<file path="config.mk">
export PLATFORM = sky130hd
export DESIGN_NAME = stoch_lut_gen
export DESIGN_NICKNAME = d
export VERILOG_FILES = /design/src/rtl/stoch_lut_pkg.sv /design/src/rtl/stoch_bit_src.sv /design/src/rtl/stoch_lut_core.sv /design/src/rtl/stoch_rate_monitor.sv /design/src/rtl/stoch_quantizer.sv /design/src/rtl/stoch_lut_gen.sv
export SDC_FILE = /design/constraint.sdc
export NUM_CORES = 1
export LEC_CHECK = 0
export ABC_AREA = 1
export ABC_CLOCK_PERIOD_IN_PS = 25600
export BUFFER_PORTS_ARGS = -buffer_cell sky130_fd_sc_hd__buf_2
export CAP_MARGIN = 30
export CORE_ASPECT_RATIO = 0.7
export CORE_UTILIZATION = 63
export CTS_CLUSTER_SIZE = 12
export DETAILED_ROUTE_END_ITERATION = 12
export PLACE_DENSITY_LB_ADDON = 0.05
export SLEW_MARGIN = 0
export SYNTH_ARGS = -nofsm -noshare
export SYNTH_HDL_FRONTEND = slang
export SYNTH_SLANG_ARGS = --single-unit
</file>
<file path="constraint.sdc">
create_clock -name clk -period 25.6 [get_ports clk]
set_input_delay 1.28 -clock clk [delete_from_list [all_inputs] [get_ports clk]]
set_output_delay 1.28 -clock clk [all_outputs]
set_load 0.01 [all_outputs]
</file>
<file path="src/rtl/stoch_lut_pkg.sv">
package stoch_lut_pkg;

    // A registered output sample together with its validity.
    typedef struct packed {
        logic vld;
        logic val;
    } smp_t;

    // Comparison threshold for select stream k (zero based):
    // round(a/(a+1) * 2^w) with a = 2^(2^k).
    function automatic longint unsigned src_thresh(int unsigned k, int unsigned w);
        longint unsigned a;
        longint unsigned den;
        a   = 64'd1 << (64'd1 << k);
        den = a + 64'd1;
        return ((a << w) + den / 64'd2) / den;
    endfunction

    // Distinct non-zero start state for each stream.
    function automatic longint unsigned src_seed(int unsigned k, int unsigned w);
        longint unsigned v;
        longint unsigned mask;
        v    = 64'h5A5A_1234 ^ (64'(k + 1) * 64'h9E37_79B9);
        mask = (64'd1 << w) - 64'd1;
        v    = v & mask;
        if (v == 64'd0)
            v = 64'd1;
        return v;
    endfunction

    // Integer division rounded to nearest, ties upward.
    function automatic longint unsigned div_round(longint unsigned num, longint unsigned den);
        return (num + den / 64'd2) / den;
    endfunction

endpackage

</file>
<file path="src/rtl/stoch_bit_src.sv">
module stoch_bit_src #(
    parameter int unsigned          LFSR_W = 24,
    parameter logic [LFSR_W-1:0]    TAPS   = 24'hE10000,
    parameter longint unsigned      SEED   = 1,
    parameter longint unsigned      THRESH = 0
) (
    input  logic clk,
    input  logic rst,
    input  logic adv,
    output logic bit_o
);
    localparam logic [LFSR_W:0]   THR   = (LFSR_W + 1)'(THRESH);
    localparam logic [LFSR_W-1:0] START = LFSR_W'(SEED);

    logic [LFSR_W-1:0] st;
    logic [LFSR_W-1:0] nxt;

    // Advance a full register width so successive draws share no bits.
    always_comb begin
        nxt = st;
        for (int i = 0; i < int'(LFSR_W); i++) begin
            nxt = {nxt[LFSR_W-2:0], ^(nxt & TAPS)};
        end
    end

    always_ff @(posedge clk) begin
        if (rst)
            st <= START;
        else if (adv)
            st <= nxt;
    end

    assign bit_o = ({1'b0, st} < THR);

endmodule

</file>
<file path="src/rtl/stoch_lut_core.sv">
module stoch_lut_core
    import stoch_lut_pkg::*;
#(
    parameter int unsigned NUM_IN = 2,
    localparam int unsigned ROWS  = 1 << NUM_IN
) (
    input  logic              clk,
    input  logic              rst,
    input  logic              en,
    input  logic [NUM_IN-1:0] sel,
    input  logic [ROWS-1:0]   cfg,
    output smp_t              smp,
    output logic [ROWS-1:0]   smp_cfg
);
    smp_t smp_r;
    logic [ROWS-1:0] cfg_r;

    always_ff @(posedge clk) begin
        if (rst) begin
            smp_r <= '0;
            cfg_r <= '0;
        end else begin
            smp_r.vld <= en;
            smp_r.val <= en ? cfg[sel] : 1'b0;
            cfg_r     <= cfg;
        end
    end

    assign smp     = smp_r;
    assign smp_cfg = cfg_r;

endmodule

</file>
<file path="src/rtl/stoch_rate_monitor.sv">
module stoch_rate_monitor
    import stoch_lut_pkg::*;
#(
    parameter int unsigned ROWS    = 4,
    parameter int unsigned WIN_LOG = 18,
    parameter int unsigned TOL_PCT = 1
) (
    input  logic             clk,
    input  logic             rst,
    input  smp_t             smp,
    input  logic [ROWS-1:0]  smp_cfg,
    output logic             done,
    output logic             pass,
    output logic [WIN_LOG:0] ones
);
    localparam longint unsigned WIN_N = 64'd1 << WIN_LOG;
    localparam longint unsigned DEN   = (64'd1 << ROWS) - 64'd1;
    localparam longint unsigned TOL   = (WIN_N * 64'(TOL_PCT)) / 64'd100;

    logic [WIN_LOG-1:0] cnt;
    logic [WIN_LOG:0]   acc;
    logic [WIN_LOG:0]   tot;
    logic [ROWS-1:0]    last_cfg;
    logic               near;

    assign tot = acc + {{WIN_LOG{1'b0}}, smp.val};

    always_comb begin
        longint unsigned exp_v;
        longint unsigned got_v;
        longint unsigned diff;
        exp_v = div_round(64'(smp_cfg) * WIN_N, DEN);
        got_v = 64'(tot);
        diff  = (got_v > exp_v) ? (got_v - exp_v) : (exp_v - got_v);
        near  = (diff <= TOL);
    end

    always_ff @(posedge clk) begin
        if (rst) begin
            cnt      <= '0;
            acc      <= '0;
            last_cfg <= '0;
            done     <= 1'b0;
            pass     <= 1'b0;
            ones     <= '0;
        end else begin
            done     <= 1'b0;
            last_cfg <= smp_cfg;
            if (!smp.vld) begin
                cnt <= '0;
                acc <= '0;
            end else if (smp_cfg != last_cfg) begin
                cnt <= WIN_LOG'(1);
                acc <= {{WIN_LOG{1'b0}}, smp.val};
            end else if (cnt == {WIN_LOG{1'b1}}) begin
                cnt  <= '0;
                acc  <= '0;
                done <= 1'b1;
                ones <= tot;
                pass <= near;
            end else begin
                cnt <= cnt + WIN_LOG'(1);
                acc <= tot;
            end
        end
    end

endmodule

</file>
<file path="src/rtl/stoch_quantizer.sv">
module stoch_quantizer #(
    parameter int unsigned ROWS = 4,
    parameter int unsigned Q_W  = 16
) (
    input  logic [Q_W-1:0]  tgt_q,
    output logic [ROWS-1:0] tgt_cfg
);
    localparam int unsigned PW = Q_W + ROWS;
    localparam logic [PW-1:0] DEN  = PW'((64'd1 << ROWS) - 64'd1);
    localparam logic [PW-1:0] HALF = PW'(64'd1 << (Q_W - 1));

    logic [PW-1:0] prod;
    logic [PW-1:0] sum;

    assign prod    = {{ROWS{1'b0}}, tgt_q} * DEN;
    assign sum     = prod + HALF;
    assign tgt_cfg = sum[PW-1:Q_W];

endmodule

</file>
<file path="src/rtl/stoch_lut_gen.sv">
module stoch_lut_gen
    import stoch_lut_pkg::*;
#(
    parameter int unsigned       NUM_IN    = 2,
    parameter int unsigned       LFSR_W    = 24,
    parameter logic [LFSR_W-1:0] LFSR_TAPS = 24'hE10000,
    parameter int unsigned       WIN_LOG   = 18,
    parameter int unsigned       TOL_PCT   = 1,
    parameter int unsigned       Q_W       = 16,
    localparam int unsigned      ROWS      = 1 << NUM_IN
) (
    input  logic             clk,
    input  logic             rst,
    input  logic             en,
    input  logic [ROWS-1:0]  cfg,
    input  logic [Q_W-1:0]   tgt_q,
    output logic [ROWS-1:0]  tgt_cfg,
    output logic             stoch_out,
    output logic             win_done,
    output logic             win_pass,
    output logic [WIN_LOG:0] win_ones
);
    logic [NUM_IN-1:0] sel;
    smp_t              smp;
    logic [ROWS-1:0]   smp_cfg;

    // One independent source per select input; bit k-1 carries input k.
    for (genvar k = 0; k < int'(NUM_IN); k++) begin : g_src
        localparam longint unsigned THR_K  = src_thresh(k, LFSR_W);
        localparam longint unsigned SEED_K = src_seed(k, LFSR_W);
        stoch_bit_src #(
            .LFSR_W (LFSR_W),
            .TAPS   (LFSR_TAPS),
            .SEED   (SEED_K),
            .THRESH (THR_K)
        ) u_src (
            .clk   (clk),
            .rst   (rst),
            .adv   (en),
            .bit_o (sel[k])
        );
    end

    stoch_lut_core #(.NUM_IN(NUM_IN)) u_core (
        .clk     (clk),
        .rst     (rst),
        .en      (en),
        .sel     (sel),
        .cfg     (cfg),
        .smp     (smp),
        .smp_cfg (smp_cfg)
    );

    stoch_rate_monitor #(
        .ROWS    (ROWS),
        .WIN_LOG (WIN_LOG),
        .TOL_PCT (TOL_PCT)
    ) u_mon (
        .clk     (clk),
        .rst     (rst),
        .smp     (smp),
        .smp_cfg (smp_cfg),
        .done    (win_done),
        .pass    (win_pass),
        .ones    (win_ones)
    );

    stoch_quantizer #(.ROWS(ROWS), .Q_W(Q_W)) u_quant (
        .tgt_q   (tgt_q),
        .tgt_cfg (tgt_cfg)
    );

    assign stoch_out = smp.val;

endmodule

</file>
==> results of run 1 <==
-- layout make-up --
cell class	instances	share of cell area [%]
clock inverters	1	0.0258
well taps	371	2.40
multi-input cells	2395	72.4
repair buffers	73	2.21
flip-flops and latches	116	12.0
inverters	388	7.52
clock buffers	29	3.46
-- where the power goes --
group          switching [mW]  internal (mW)  leakage (nW)
Sequential             0.0451          0.209         0.950
Clock                  0.0864          0.180         0.335
Combinational           0.465          0.268          8.77
-- what timing repair did --
item / 4_1_cts / 5_1_grt
hold buffers: 0 / 0
pin swaps: 0 / 7
buffers inserted: 0 / 17
gates cloned: 0 / 1
setup endpoints to repair: 1 / 1
gates resized for setup: 1 / 21
hold endpoints to repair: 0 / 0
-- state kept, by name, summed over array words and instances, names as in the netlist --
name,flops
u_core.smp,2
u_mon.cnt,18
u_core.smp_cfg,4
g_src.u_src.st,48
u_mon.done,1
u_mon.ones,19
u_mon.acc,19
u_mon.pass,1
u_mon.last_cfg,4
-- tightest hold or removal path, stage by stage (launching register included) --
cell	delay, ps
dfxtp_1	300
nand2_1	60
a21oi_1	50
-- placed cells by master (no fill, tap or decap), types with 17 or more instances in the layout --
| cell type | count |
|---|---|
| o21ai_0 | 123 |
| nor2_4 | 26 |
| buf_4 | 25 |
| dfxtp_1 | 116 |
| or2_2 | 17 |
| ha_1 | 136 |
| a21oi_1 | 141 |
| xor2_1 | 97 |
| nor2_1 | 303 |
| nand2_2 | 81 |
| nor2_2 | 46 |
| nand4_1 | 86 |
| nand3_2 | 27 |
| nand2_1 | 739 |
| buf_2 | 48 |
| clkbuf_16 | 25 |
| nand3_1 | 278 |
| fa_1 | 33 |
| inv_1 | 365 |
| xnor2_1 | 68 |
| nor3_1 | 36 |
-- logic make-up (layout without fill, tap and decap cells) --
group / Yosys count / in the layout
fa+ha+maj: 172 / 172
flops: 116 / 116
compound gates: 351 / 351
simple gates: 1703 / 1704
buf+inv: 446 / 491
xor+xnor: 165 / 165
mux: 3 / 3
-- through the flow --
step                      power [mW]  setup TNS, ps  utilization (%)  setup slack (ps)
final                           1.25              0             69.2              2060
after global routing            1.35          -65.5             69.2             -65.5
after CTS                       1.24              0             68.4               197
after detailed placement       0.957              0             66.0              14.7
after global placement         0.939              0             66.0              1540
after floorplan                0.800              0                -              5200
-- worst max-delay path by stage --
| stage | slack (ps) | cells past startpoint | end | from |
|---|---|---|---|---|
| 2_1_floorplan | 5200 | 144 | u_mon.pass | u_core.smp_cfg[0] |
| 3_3_place_gp | 1540 | 130 | u_mon.pass | u_core.smp_cfg[0] |
| 3_5_place_dp | 10 | 130 | u_mon.pass | u_core.smp_cfg[0] |
| 4_1_cts | 200 | 130 | u_mon.pass | u_core.smp_cfg[0] |
| 5_1_grt | -70 | 133 | u_mon.pass | u_core.smp_cfg[0] |
| 6_report | 2060 | 133 | u_mon.pass | u_core.smp_cfg[0] |
-- metal layers --
metal,vias up,GRT usage [%],part of all wire (%)
met5,-,0,0
met4,0,7.97,1.6
met3,99,7.82,12
met2,1085,54.1,41
met1,9050,56.3,46
li1,9711,-,-
==> impl_metrics.csv, run 1 <==
group,metric,value,unit
worst_setup_path,critPathArrivalTime,23920,ps
synth,synth-edff-count,0,
synth,synth_area_leader_cell,"nand2_1",
detailed_routing,drtPass1Iterations,8,
synth,synthCells,2956,
synth,synth-compound-area-share,10.8,%
clock_network,clk_path_buf_depth,3,
worst_setup_path,crit_fanout,30,
detailed_routing,drc_errors,0,
synth,yosys.area_share.simple,44.7,%
global_route,grt_pass1_vias,17748,
synth,syn_nets,3151,
synth,yosysMostFrequentCell,"nand2_1",
clock_network,clk-insertion-delay-late,470,ps
clock_network,clock-sinks,116,
placed_design,gp_congestion,1.06,
detailed_routing,wl_per_cell,16.6,um
global_route,grt_usage,37.5,%
sta,max-slew-margin-rel,43.2,%
global_route,grt_pass1_wl,89600,um
synth,yosys_warnings,0,
clock_network,cts_inserted_buffers,25,
min_path,hold_depth,2,
global_route,antenna_found_initial,0,
synth,synthFlopType,"dfxtp_1",
worst_setup_path,cpMaxStageDelayCell,"dfxtp_1",
worst_setup_path,reg2reg_from,"u_core.smp_cfg[0]",
synth,synth_area_per_cell,6.12,um^2
worst_setup_path,path_buf_inv,7,
sta,hold_ws,455,ps
finish,multi_input_area,14000,um^2
worst_setup_path,regToRegSetupSlack,2060,ps
run,drv_cap,0,
worst_setup_path,worst_ep_required_time,25980,ps
sta,period_needed,23540,ps
synth,ys_top_cells_by_area,"nand2_1 (15%), dfxtp_1 (13%), ha_1 (9.6%), nand3_1 (7.7%), inv_1 (7.6%)",
detailed_routing,initialDrtViolationCount,2541,
finish,finalInstanceArea,19400,um^2
synth,async_reset_ff_share,0,%
floorplan,ios,49,
min_path,hold_class,"reg -> reg",
global_route,grt_max_degree,46,
power,power_density,64.7,nW/um^2
detailed_routing,routed_via_density,5.91,
synth,synthAdderAreaFrac,13.3,%
sta,timing.final.max_slew_violations,0,
worst_setup_path,path_common_cell,"nand2_1",
synth,synthesis.area,18100,um^2
sta,worst_pin_slew,852,ps
sta,skew,15.5,ps
worst_setup_path,critPathKind,"reg -> reg",
synth,post-synth-top-area-fraction,15.4,%
placed_design,dpl.cell_count,3325,
sta,finalHoldViolations,0,
finish,n_fill_cell,2495,
synth,synth_cell_types,64,
placed_design,portBuffers,48,
clock_network,cts-root-buf,"clkbuf_16",
worst_setup_path,max_stage_delay,430,ps
status,outcome,"complete, no violations",
finish,finalNonFillerCells,3373,
finish,register_area,2320,um^2
sta,setup_viol,0,
finish,diodes,0,
worst_setup_path,path_delay_family,"simple AND/OR/NAND/NOR gates",
floorplan,dieArea,29400,um^2
detailed_routing,vias,19945,
synth,seq_area_frac_synth,12.8,%
floorplan,initial_core_util,64.6,%
finish,nNetsFinal,3194,
worst_setup_path,critPathLaunchType,"flip-flop",
min_path,hold_start,"u_mon.ones[4]",
power,leakage,10.1,nW
clock_network,cts_max_level,4,
worst_setup_path,reg2reg_depth,133,
detailed_routing,drt-total-wl,56000,um
floorplan,die_x,205,um
placed_design,dpl.hpwl,44800,um
synth,synthMuxAreaShare,0.166,%
synth,synth-xor-area-share,7.99,%
floorplan,rows,51,
finish,drive_gt1_share,11.9,%
synth,synth_top_family_by_area,"simple AND/OR/NAND/NOR gates",
synth,ys_top_cells_by_count,"nand2_1 (742), inv_1 (365), nor2_1 (307)",
finish,areaGrowthSynthToFinish,7.09,%
power,peakVddDrop,81.3,uV
min_path,min_to,"u_mon.ones[4]",
global_route,grt-ovfl-total,0,
sta,timing.final.crit_share,91.9,%
worst_setup_path,r2r_end,"u_mon.pass",
worst_setup_path,endpoint_kind,"flip-flop",
clock_network,cts_tree,"done",
sta,fmax,0.0425,GHz
placed_design,postPlaceCellArea,18500,um^2
clock_network,clk_pin_slew_worst_paths,50,ps
floorplan,die_h,144,um
floorplan,core_area,28000,um^2
detailed_routing,drtAntennaViolNets,0,
synth,synth-seq-cells,116,
No activity file was read; power rests on OpenSTA's default activity.
==> inputs of run 2 (changes only) <==
--- a/config.mk
+++ b/config.mk
@@ -11,6 +11,7 @@
 export CAP_MARGIN = 30
 export CORE_ASPECT_RATIO = 0.7
 export CORE_UTILIZATION = 63
+export CTS_BUF_LIST = sky130_fd_sc_hd__clkbuf_16
 export CTS_CLUSTER_SIZE = 12
 export DETAILED_ROUTE_END_ITERATION = 12
 export PLACE_DENSITY_LB_ADDON = 0.05
==> run 2 against run 1 <==
Hold slack hardly changed. Critical path depth is 3 lower. Cell area is 0.16% lower. First-iteration DRC count is 1.3% higher. Power is 0.86% lower. Clock skew is 1.4 ps lower. Wire length is 0.12% lower. Via count hardly changed. Count of clock-buffer cells in the layout is 4 lower. Critical endpoint unchanged. Largest cell class unchanged.
==> impl_metrics.csv, run 2 (synthesis gave the netlist of run 1 again) <==
group,metric,value,unit
clock_network,cts_inserted_buffers,25,
detailed_routing,vias,19961,
clock_network,clk_pin_slew_worst_paths,50,ps
placed_design,portBuffers,48,
finish,register_area,2320,um^2
floorplan,die_h,144,um
floorplan,initial_core_util,64.6,%
sta,fmax,0.0426,GHz
worst_setup_path,max_stage_delay,440,ps
finish,top_regs,"g_src.u_src.st (48), u_mon.acc (19), u_mon.ones (19)",
worst_setup_path,path_common_cell,"nand2_1",
worst_setup_path,endpoint_kind,"flip-flop",
global_route,grt_max_degree,46,
power,pwr-share-clk,20.7,%
sta,fin_ws,2100,ps
finish,areaGrowthSynthToFinish,6.92,%
clock_network,cts_tree,"done",
sta,timing.final.max_slew_violations,0,
power,power_frac_comb,58.9,%
status,outcome,"complete, no violations",
sta,setup_viol,0,
power,leakage,10.0,nW
power,finalPower,1.24,mW
detailed_routing,drt-total-wl,55900,um
power,power_density,64.3,nW/um^2
finish,regMostFlops,"g_src.u_src.st",
floorplan,dieArea,29400,um^2
finish,n_fill_cell,2507,
finish,diodes,0,
worst_setup_path,cpMaxStageDelayCell,"dfxtp_1",
global_route,grt_pass1_vias,17730,
power,swShare,47.8,%
worst_setup_path,regToRegSetupSlack,2100,ps
finish,largest_register_ffs,48,
floorplan,die_x,205,um
placed_design,pre_cts_slack,14.7,ps
finish,nNetsFinal,3194,
min_path,hold_class,"reg -> reg",
clock_network,cts_max_level,4,
detailed_routing,drc_errors,0,
sta,hold_ws,454,ps
sta,skew,14.1,ps
clock_network,clock-sinks,116,
global_route,grt_usage,37.5,%
worst_setup_path,worst_ep_required_time,25990,ps
finish,layout_commonest_cell,"nand2_1",
sta,timing.final.crit_share,91.8,%
global_route,grt-ovfl-total,0,
placed_design,dpl.cell_count,3325,
worst_setup_path,critPathArrivalTime,23880,ps
finish,drive_gt1_share,11.8,%
floorplan,core_area,28000,um^2
detailed_routing,routed_via_density,5.92,
detailed_routing,wl_per_cell,16.6,um
global_route,antenna_found_initial,0,
power,peakVddDrop,80.4,uV
clock_network,clk-insertion-delay-late,470,ps
power,p_int,648,uW
worst_setup_path,crit_fanout,30,
global_route,grt_pass1_wl,89600,um
detailed_routing,initialDrtViolationCount,2573,
clock_network,cts-root-buf,"clkbuf_16",
floorplan,ios,49,
power,netSwitchingPower,595,uW
detailed_routing,drtPass1Iterations,9,
placed_design,postPlaceCellArea,18500,um^2
finish,multi_input_area,14000,um^2
placed_design,dpl.hpwl,44800,um
worst_setup_path,critPathLaunchType,"flip-flop",
finish,finalNonFillerCells,3373,
finish,finalInstanceArea,19300,um^2
placed_design,gp_congestion,1.06,
sta,max-slew-margin-rel,43.3,%
power,pwr-share-seq,20.4,%
run,drv_cap,0,
finish,final_cell_mix,"nand2_1 (739), inv_1 (366), nor2_1 (303)",
floorplan,rows,51,
sta,finalHoldViolations,0,
clock_network,clk_path_buf_depth,3,
sta,worst_pin_slew,850,ps
worst_setup_path,critPathKind,"reg -> reg",
detailed_routing,drtAntennaViolNets,0,
sta,period_needed,23500,ps
-- run 2: changes by cell type in the layout (fill, tap and decap cells not counted), sizes merged --
cell	before	now
clkbuf	29	25
clkinv	9	12
inv	380	381
-- run 2: area by class of cell --
| type | instances | share of cell area (%) |
|---|---|---|
| multi-input cells | 2395 | 72.5 |
| repair buffers | 73 | 2.21 |
| inverters | 388 | 7.54 |
| well taps | 371 | 2.40 |
| clock buffers | 25 | 3.23 |
| flip-flops and latches | 116 | 12.0 |
| clock inverters | 5 | 0.104 |
-- run 2: worst max-delay path: cells and delay by family, from the launching register on --
kind / cells / cell delay [ps]
flip-flops: 1 / 440
buffers and inverters: 7 / 600
XOR/XNOR: 1 / 230
AO/OA/AOI/OAI: 10 / 2200
AND/OR/NAND/NOR: 93 / 14520
adder cells (fa/ha/maj): 19 / 5380
-- run 2: power by group through the flow --
| stage | combinational, mW | clock, mW | sequential, mW |
|---|---|---|---|
| 2_1_floorplan | 0.558 | 0 | 0.242 |
| 3_3_place_gp | 0.684 | 0 | 0.255 |
| 3_5_place_dp | 0.701 | 0 | 0.256 |
| 4_1_cts | 0.713 | 0.258 | 0.253 |
| 5_1_grt | 0.812 | 0.269 | 0.258 |
| 6_report | 0.732 | 0.257 | 0.254 |
-- run 2: metal layers --
metal,wire (um),vias up,global-route usage (%)
met2,22700,1052,54.1
met3,6160,104,7.94
li1,-,9704,-
met5,0,-,0
met4,940,0,7.74
met1,26100,9101,56.2
-- run 2: per-stage QoR --
step | util [%] | TNS [ps]
2_1_floorplan | - | 0
3_3_place_gp | 66.0 | 0
3_5_place_dp | 66.0 | 0
4_1_cts | 68.3 | 0
5_1_grt | 69.0 | -65.4
6_report | 69.0 | 0
-- run 2: what timing repair did --
| action | CTS | global route |
|---|---|---|
| hold buffers | 0 | 0 |
| setup buffers | 0 | 17 |
| cloned | 0 | 1 |
| resized for setup | 1 | 21 |
| endpoints found under the setup margin | 1 | 1 |
| pin swaps | 0 | 7 |
-- run 2: worst paths after layout --
check	from	to	cells past startpoint
worst min-delay path	u_mon.ones[4]	u_mon.ones[4]	2
worst min register to register	u_mon.ones[4]	u_mon.ones[4]	2
worst max register to register	u_core.smp_cfg[0]	u_mon.pass	130
worst max-delay path	u_core.smp_cfg[0]	u_mon.pass	130
